**src/rtl/evstat_pkg.sv**
```systemverilog
package evstat_pkg;

  localparam int SEL_W      = 5;
  localparam int EV_W       = 1 << SEL_W;
  localparam int NUM_EVCNT  = 2;
  localparam int NUM_CNT    = NUM_EVCNT + 1;
  localparam int SEL_STRIDE = 8;
  localparam int CLR_BIT    = 16;
  localparam int RUN_BIT    = 17;
  localparam int IDX_W      = $clog2(NUM_CNT);

  typedef enum logic [1:0] {
    ACC_CTRL,
    ACC_LO,
    ACC_HI,
    ACC_NONE
  } acc_kind_e;

  typedef struct packed {
    acc_kind_e          kind;
    logic [IDX_W-1:0]   idx;
  } acc_t;

  // Byte offset -> access kind and counter index.
  // Word 0 is control, words 1..2*NUM_CNT alternate low/high per counter.
  function automatic acc_t decode_ofs(input logic [7:0] ofs);
    acc_t res;
    int   w;
    res.kind = ACC_NONE;
    res.idx  = '0;
    w = int'(ofs[7:2]);
    if (ofs[1:0] == 2'b00) begin
      if (w == 0) begin
        res.kind = ACC_CTRL;
      end else if (w <= 2 * NUM_CNT) begin
        res.idx  = IDX_W'((w - 1) >> 1);
        res.kind = ((w - 1) & 1) != 0 ? ACC_HI : ACC_LO;
      end
    end
    return res;
  endfunction

endpackage

```
**src/rtl/evstat_ctrl.sv**
```systemverilog
module evstat_ctrl
  import evstat_pkg::*;
#(
  parameter int DATA_W = 32
) (
  input  logic                               clk,
  input  logic                               rst,
  input  logic                               wr_en,
  input  logic [DATA_W-1:0]                  wdata,
  output logic [NUM_EVCNT-1:0][SEL_W-1:0]    sel_q,
  output logic                               run_q,
  output logic                               clr_pend,
  output logic [DATA_W-1:0]                  ctrl_word
);

  logic unused_wbits;
  assign unused_wbits = ^wdata;

  always_ff @(posedge clk) begin
    if (rst) begin
      sel_q    <= '0;
      run_q    <= 1'b0;
      clr_pend <= 1'b0;
    end else begin
      // clear request lives for exactly one cycle unless rewritten
      clr_pend <= wr_en ? wdata[CLR_BIT] : 1'b0;
      if (wr_en) begin
        run_q <= wdata[RUN_BIT];
        for (int k = 0; k < NUM_EVCNT; k++) begin
          sel_q[k] <= wdata[k*SEL_STRIDE +: SEL_W];
        end
      end
    end
  end

  always_comb begin
    ctrl_word = '0;
    for (int k = 0; k < NUM_EVCNT; k++) begin
      ctrl_word[k*SEL_STRIDE +: SEL_W] = sel_q[k];
    end
    ctrl_word[CLR_BIT] = clr_pend;
    ctrl_word[RUN_BIT] = run_q;
  end


  clr_self_chk: assert property (@(posedge clk) disable iff (rst)
    (clr_pend && !wr_en) |=> !clr_pend);


  run_hold_chk: assert property (@(posedge clk) disable iff (rst)
    !wr_en |=> $stable(run_q));


  sel_hold_chk: assert property (@(posedge clk) disable iff (rst)
    !wr_en |=> $stable(sel_q));

endmodule

```
**src/rtl/evstat_count.sv**
```systemverilog
module evstat_count #(
  parameter int CNT_W = 64,
  parameter int EV_W  = 32,
  parameter int SEL_W = 5
) (
  input  logic             clk,
  input  logic             rst,
  input  logic             run,
  input  logic             clr,
  input  logic [SEL_W-1:0] sel,
  input  logic [EV_W-1:0]  ev,
  output logic [CNT_W-1:0] cnt
);

  logic hit;
  assign hit = ev[sel];

  always_ff @(posedge clk) begin
    if (rst || clr) begin
      cnt <= '0;
    end else if (run && hit) begin
      cnt <= cnt + 1'b1;
    end
  end


  hold_chk: assert property (@(posedge clk) disable iff (rst)
    (!run && !clr) |=> (cnt == $past(cnt)));


  clr_zero_chk: assert property (@(posedge clk) disable iff (rst)
    clr |=> (cnt == '0));


  step_chk: assert property (@(posedge clk) disable iff (rst)
    (run && !clr) |=> ((cnt - $past(cnt)) <= CNT_W'(1)));

endmodule

```
**src/rtl/evstat_rdmux.sv**
```systemverilog
module evstat_rdmux
  import evstat_pkg::*;
#(
  parameter int DATA_W = 32,
  parameter int CNT_W  = 64,
  parameter int LO_W   = 32
) (
  input  logic                            clk,
  input  logic                            rst,
  input  logic                            rd_en,
  input  acc_t                            acc,
  input  logic [DATA_W-1:0]               ctrl_word,
  input  logic [NUM_CNT-1:0][CNT_W-1:0]   cnt,
  output logic [DATA_W-1:0]               rdata,
  output logic                            rvalid
);

  localparam int HI_W = CNT_W - LO_W;

  logic [NUM_CNT-1:0][HI_W-1:0] shadow;
  logic                         lo_read;
  assign lo_read = rd_en && (acc.kind == ACC_LO);

  for (genvar g = 0; g < NUM_CNT; g++) begin : g_shadow
    logic [HI_W-1:0] sh_q;
    always_ff @(posedge clk) begin
      if (rst) begin
        sh_q <= '0;
      end else if (lo_read && (acc.idx == IDX_W'(g))) begin
        sh_q <= cnt[g][CNT_W-1:LO_W];
      end
    end
    assign shadow[g] = sh_q;
  end

  always_ff @(posedge clk) begin
    if (rst) begin
      rdata  <= '0;
      rvalid <= 1'b0;
    end else begin
      rvalid <= rd_en;
      if (rd_en) begin
        unique case (acc.kind)
          ACC_CTRL: rdata <= ctrl_word;
          ACC_LO:   rdata <= DATA_W'(cnt[acc.idx][LO_W-1:0]);
          ACC_HI:   rdata <= DATA_W'(shadow[acc.idx]);
          default:  rdata <= '0;
        endcase
      end
    end
  end


  rvalid_on_chk: assert property (@(posedge clk) disable iff (rst)
    rd_en |=> rvalid);


  rvalid_off_chk: assert property (@(posedge clk) disable iff (rst)
    !rd_en |=> !rvalid);


  unmapped_zero_chk: assert property (@(posedge clk) disable iff (rst)
    (rd_en && acc.kind == ACC_NONE) |=> (rdata == '0));

endmodule

```
**src/rtl/evstat_top.sv**
```systemverilog
module evstat_top
  import evstat_pkg::*;
#(
  parameter int DATA_W = 32,
  parameter int ADDR_W = 5,
  parameter int CNT_W  = 64,
  parameter int LO_W   = 32
) (
  input  logic              clk,
  input  logic              rst,
  input  logic              bus_wr_en,
  input  logic              bus_rd_en,
  input  logic [ADDR_W-1:0] bus_addr,
  input  logic [DATA_W-1:0] bus_wdata,
  output logic [DATA_W-1:0] bus_rdata,
  output logic              bus_rvalid,
  input  logic [EV_W-1:0]   ev_strobe
);

  acc_t                           acc;
  logic                           ctrl_wr;
  logic [NUM_EVCNT-1:0][SEL_W-1:0] sel_q;
  logic                           run_q;
  logic                           clr_pend;
  logic [DATA_W-1:0]              ctrl_word;
  logic [NUM_CNT-1:0][CNT_W-1:0]  cnt_all;

  assign acc     = decode_ofs(8'(bus_addr));
  assign ctrl_wr = bus_wr_en && (acc.kind == ACC_CTRL);

  evstat_ctrl #(
    .DATA_W (DATA_W)
  ) u_ctrl (
    .clk       (clk),
    .rst       (rst),
    .wr_en     (ctrl_wr),
    .wdata     (bus_wdata),
    .sel_q     (sel_q),
    .run_q     (run_q),
    .clr_pend  (clr_pend),
    .ctrl_word (ctrl_word)
  );

  for (genvar g = 0; g < NUM_CNT; g++) begin : g_cnt
    logic [SEL_W-1:0] sel_g;
    logic [EV_W-1:0]  ev_g;
    if (g < NUM_EVCNT) begin : g_event
      assign sel_g = sel_q[g];
      assign ev_g  = ev_strobe;
    end else begin : g_cycle
      assign sel_g = '0;
      assign ev_g  = '1;
    end
    evstat_count #(
      .CNT_W (CNT_W),
      .EV_W  (EV_W),
      .SEL_W (SEL_W)
    ) u_count (
      .clk (clk),
      .rst (rst),
      .run (run_q),
      .clr (clr_pend),
      .sel (sel_g),
      .ev  (ev_g),
      .cnt (cnt_all[g])
    );
  end

  evstat_rdmux #(
    .DATA_W (DATA_W),
    .CNT_W  (CNT_W),
    .LO_W   (LO_W)
  ) u_rdmux (
    .clk       (clk),
    .rst       (rst),
    .rd_en     (bus_rd_en),
    .acc       (acc),
    .ctrl_word (ctrl_word),
    .cnt       (cnt_all),
    .rdata     (bus_rdata),
    .rvalid    (bus_rvalid)
  );

endmodule

```
**config.mk**
```make
export PLATFORM = sky130hd
export DESIGN_NAME = evstat_top
export DESIGN_NICKNAME = d
export VERILOG_FILES = /design/src/rtl/evstat_pkg.sv /design/src/rtl/evstat_ctrl.sv /design/src/rtl/evstat_count.sv /design/src/rtl/evstat_rdmux.sv /design/src/rtl/evstat_top.sv
export SDC_FILE = /design/constraint.sdc
export NUM_CORES = 1
export LEC_CHECK = 0
export BUFFER_PORTS_ARGS = -buffer_cell sky130_fd_sc_hd__buf_4
export CAP_MARGIN = 20
export CORE_UTILIZATION = 51
export DETAILED_ROUTE_END_ITERATION = 8
export GPL_TIMING_DRIVEN = 0
export PLACE_DENSITY = 0.76
export REMOVE_ABC_BUFFERS = 1
export SYNTH_ARGS = -nofsm -noshare
export SYNTH_HDL_FRONTEND = slang
export SYNTH_HIERARCHICAL = 1
export SYNTH_SLANG_ARGS = --single-unit
```
**constraint.sdc**
```tcl
create_clock -name clk -period 3.2 [get_ports clk]
set_clock_uncertainty 0.05 [all_clocks]
set_input_delay 0.64 -clock clk [delete_from_list [all_inputs] [get_ports clk]]
set_output_delay 0.64 -clock clk [all_outputs]
set_load 0.01 [all_outputs]
```
## Yosys cells after proc, flatten, opt, wreduce, memory -nomap -nowiden

Index checks and enable logic that the tools add are counted.

- Bits of input ports: 73
- Output and inout port bits: 33
- Flip-flop bits (word level): 333

- Reductions and logical operators: 13
- $lt $le $gt $ge: 4
- Mux-type cells: 14
- Bitwise logic cells: 1
- Equality and inequality tests: 4
- $add $sub $neg: 4

Operator list:

| kind | count |
|---|---|
| $add A64 B1 Y64 const B | 3 |
| $bmux W64 S2 | 1 |
| $pmux W32 S3 | 1 |
| $bmux W32 S2 | 1 |
| $mux W32 | 2 |
| $lt A5 B6 Y1 const B | 2 |
| $bmux W1 S5 | 2 |
| $mux W4 | 2 |
| $logic_and A1 B1 Y1 | 7 |
| $logic_not A2 Y1 | 3 |
| $mux W2 | 3 |
| $eq A2 B1 Y1 const B | 2 |
| $eq A2 B2 Y1 const B | 2 |
| $le A3 B3 Y1 const B | 1 |
| $logic_not A3 Y1 | 1 |
| $lt A2 B3 Y1 const B | 1 |
| $sub A3 B1 Y3 const B | 1 |
| $mux W1 | 2 |
| $reduce_or A2 Y1 | 1 |
| $logic_or A1 B1 Y1 | 1 |
| $not A1 Y1 | 1 |

## Depth between registers and ports, before layout

- Depth after elaboration: 9
- Mapped depth: 12
- Gate-level depth less buffers: 8

## Hierarchy

Netlist, hierarchy kept.

Modules (own cells, without submodules):

| module | cells each | times used | area an instance (µm²) | sequential area each (µm²) |
|---|---|---|---|---|
| evstat_count | 452 | 3 | 3,704.8 | 1,281.2 |
| evstat_rdmux | 789 | 1 | 6,226.0 | 2,582.5 |
| evstat_ctrl | 70 | 1 | 661.9 | 240.2 |
| evstat_top | 18 | 1 | 147.6 | 0.0 |

## Worst setup path after synthesis

Ideal clock, no wire load.

- Path kind: input -> register
- Start: input port bus_addr[2]
- End: register u_rdmux.rdata[29]
- Buffers on the path: 2
- Slack: 0.431 ns
- Arrival time: 2.599 ns
- Library setup time: 0.120 ns
- Stages on the path: 9
- Cell sequence: inv_1 ha_1 and3b_2 nor4b_1 buf_2 clkbuf_1 o221ai_1 o211ai_1 nand2_1

RTL lines:

| what | RTL line | RTL |
|---|---|---|
| from (decl) | evstat_top.sv:13 | `input logic [ADDR_W-1:0] bus_addr,` |
| to (signal assigned) | evstat_rdmux.sv:44 | `ACC_CTRL: rdata <= ctrl_word;` |
| to (signal assigned) | evstat_rdmux.sv:45 | `ACC_LO: rdata <= DATA_W'(cnt[acc.idx][LO_W-1:0]);` |
| to (signal assigned) | evstat_rdmux.sv:46 | `ACC_HI: rdata <= DATA_W'(shadow[acc.idx]);` |
| to (decl) | evstat_rdmux.sv:14 | `output logic [DATA_W-1:0] rdata,` |

==> impl_metrics.tcl <==
set metrics [dict create \
    wire_per_inst_um 19.9 \
    synth_edf_count 0 \
    gp_congestion 0.893 \
    core_region_area_um2 34800 \
    p_per_area_nw_per_um2 431 \
    grt_pass1_vias 16500 \
    setup_tns_ns 0 \
    drc_errors 0 \
    cts_sinks 333 \
    ys_ff_latch 333 \
    ys_types 62 \
    synthArstFlopShare 0 \
    cp_cell_sequence "buf_4 -> clkinvlp_4 -> ha_2 -> or3b_1 -> a2111oi_4 -> buf_6 -> buf_4 -> buf_12 -> buf_8 -> mux2i_1 -> o21ai_1 -> a21oi_1 -> a211oi_2" \
    rsz0062_at_grt "true" \
    cap_viol_max_count 0 \
    ant_nets 0 \
    setup-violations-final 0 \
    syn_area_per_cell_um2 8.13 \
    final.period_utilization 0.993 \
    start_kind "input pin" \
    ir_drop_mv 0.346 \
    routed_wl_mm 55.1 \
    cp-end-kind "flop" \
    viasPerCell 6.43 \
    cts_tree "yes" \
    drv_slew 0 \
    min-delay-path-class "input pin to flop" \
    dr.pass1.iters 6 \
    port_buffers 85 \
    clock_latency_ns 0.54 \
    clkTransAtPathRegs_ns 0.06 \
    cts_buffers 36 \
    drive_gt1_frac 0.117 \
    max_stage_delay_ns 0.51 \
    antennaDiodeCount 0 \
    nets 2363 \
    track_usage 0.294 \
    period_minus_slack_ns 3.18 \
    slew_headroom 0.259 \
    ys_warn_count 6 \
    cts_buffer_depth 3 \
    critical_path_class "input pin to flop" \
    worstPathArrival_ns 3.55 \
    cpMostUsedCell "buf_4" \
    max_freq_mhz 315 \
    seq_area_frac_synth 0.367 \
    grt_max_degree 81 \
    antenna_found_initial 0 \
    final_util 0.592 \
    die_y_um 191 \
    crit_family "buffers and inverters" \
    start_util 0.522 \
    vias 17800 \
    grt_overflow_total 0 \
    slowest_stage "a2111oi_4" \
    rows 68 \
    dieArea_um2 36300 \
    grt_pass1_wl_mm 85.9 \
    crit_buf_inv 6 \
    h-tree-depth 2 \
    syn2layout_area_growth_pct 13.4 \
    synth_cells 2233 \
    synthesis.area_um2 18100 \
    cp.required_ns 3.57 \
    root_buffer "clkbuf_16" \
    outcome "finished clean" \
    fp.dieW_um 191 \
    dp_hpwl_mm 38.8 \
    hold_viol 0 \
    tightestPinTransition_ns 1.11 \
    yosys_most_used_dff "dfxtp_1" \
    p_leak_nw 6.53 \
    crit_path_max_fanout 13 \
    drtIter0Drc 1859 \
    ios 106 \
]
-- through the flow --
step / instance area, µm² / total power, mW / worst slack [ns] / hold slack (ns) / std cells
after floorplan: 17400 / 4.48 / -7.16 / 0.380 / 2117
after global placement: 18600 / 4.64 / -10.84 / 0.391 / 2657
after detailed placement: 19200 / 4.67 / -1.06 / 0.398 / 2693
after CTS: 20400 / 8.86 / -0.00238 / 0.293 / 2757
after global routing: 20600 / 9.11 / -0.0793 / 0.306 / 2765
final: 20600 / 8.87 / 0.0219 / 0.303 / 2765
-- final cells by class --
cell class              instances  area, µm²
flip-flops and latches        333       6670
well taps                     455        569
fillers                      3045      14200
inverters                      47        180
clock buffers                  51       1050
clock inverters                13        148
repair buffers                127       1220
multi-input cells            1739      10800
-- worst register-to-register path, stage by stage (launching register included) --
cell     delay [ns]
dfxtp_1        0.45
and4_1         0.29
nand4_1        0.32
nor4_4         0.59
nand2_1        0.54
or4_1          0.61
a21oi_1        0.16
-- logic make-up after synthesis --
family | count (synthesis) | share of synthesized area
AND/OR/NAND/NOR | 904 | 0.280
AO/OA/AOI/OAI | 632 | 0.212
flip-flops | 333 | 0.367
buffers and inverters | 229 | 0.0666
multiplexers | 123 | 0.0678
adder cells (fa/ha/maj) | 6 | 0.00414
other | 3 | 0.000620
XOR/XNOR | 3 | 0.00145
-- where the power goes --
part           leakage [nW]  internal (mW)  switching [mW]  total, mW
logic                  3.25          0.172           0.292      0.464
registers              2.68           4.15          0.0107       4.16
clock network         0.594           2.47            1.78       4.25
total                  6.53           6.80            2.08       8.87
-- synthesized netlist by cell type, types with 10 or more instances --
cell,instances,share of area
dfxtp_1,333,0.37
a22oi_1,35,0.014
nand2b_1,12,0.0041
inv_1,47,0.0097
and2_1,28,0.0097
o31ai_1,63,0.026
nand4b_1,45,0.022
buf_6,10,0.0062
o21ai_0,114,0.031
nor2_1,72,0.015
o211ai_1,23,0.0095
o221ai_1,34,0.016
or4_1,60,0.025
clkbuf_1,68,0.014
nand4_1,48,0.017
and4_1,30,0.014
mux2i_1,123,0.068
buf_2,42,0.012
buf_4,50,0.021
nand3_1,86,0.024
o2bb2ai_1,23,0.011
a21oi_1,300,0.083
and3_1,50,0.017
nand2_1,319,0.066
or3_1,78,0.027
-- metal layers --
metal / wire length [µm] / share of wire / up-vias / global-route usage
met5: 0 / 0 / - / 0
met4: 2830 / 0.051 / 0 / 0.152
met3: 3980 / 0.072 / 155 / 0.0311
met2: 25500 / 0.46 / 751 / 0.482
met1: 22800 / 0.41 / 8571 / 0.382
li1: - / - / 8315 / -
-- state kept, by name (all words and copies together), names as in the netlist --
register	flops
g_cnt.u_count/cnt	192
u_rdmux/g_shadow.sh_q	96
u_rdmux/rdata	32
u_ctrl/ctrl_word	10
u_ctrl/clr_pend	1
u_ctrl/run_q	1
u_rdmux/rvalid	1
-- layout by cell type (no fill, tap or decap), types with 11 or more instances in the layout --
cell / count
dfxtp_1: 331
nand2_1: 316
a21oi_1: 300
mux2i_1: 115
o21ai_0: 114
buf_4: 97
nand3_1: 84
or3_1: 78
nor2_1: 69
conb_1: 69
o31ai_1: 63
or4_1: 60
and3_1: 48
nand4_1: 48
inv_1: 46
nand4b_1: 45
clkbuf_16: 37
a22oi_1: 35
o221ai_1: 32
and4_1: 30
and2_1: 27
o211ai_1: 23
o2bb2ai_1: 23
buf_6: 13
nand2b_1: 11
-- worst paths after layout --
path	startpoint	endpoint	slack (ns)	cells after the start
worst max-delay path	bus_addr[2]	u_rdmux/rdata[19]$_SDFFE_PP0P_	0.02	13
worst min-delay path	bus_wdata[3]	u_ctrl/ctrl_word[3]$_SDFFE_PP0P_	0.30	3
worst max register to register	g_cnt[1].u_count/cnt[3]$_SDFFE_PP0P_	g_cnt[1].u_count/cnt[63]$_SDFFE_PP0P_	0.14	6
worst min register to register	u_rdmux/g_shadow[1].sh_q[18]$_SDFFE_PP0P_	u_rdmux/g_shadow[1].sh_q[18]$_SDFFE_PP0P_	0.41	2
-- repair_timing --
item | CTS | global route
pin swaps | 1 | 3
gates cloned | 0 | 2
gates resized for setup | 12 | 25
buffers inserted | 0 | 6
hold buffers | 0 | 0
setup endpoints to repair | 137 | 123
Power figures use the tool's default switching activity.
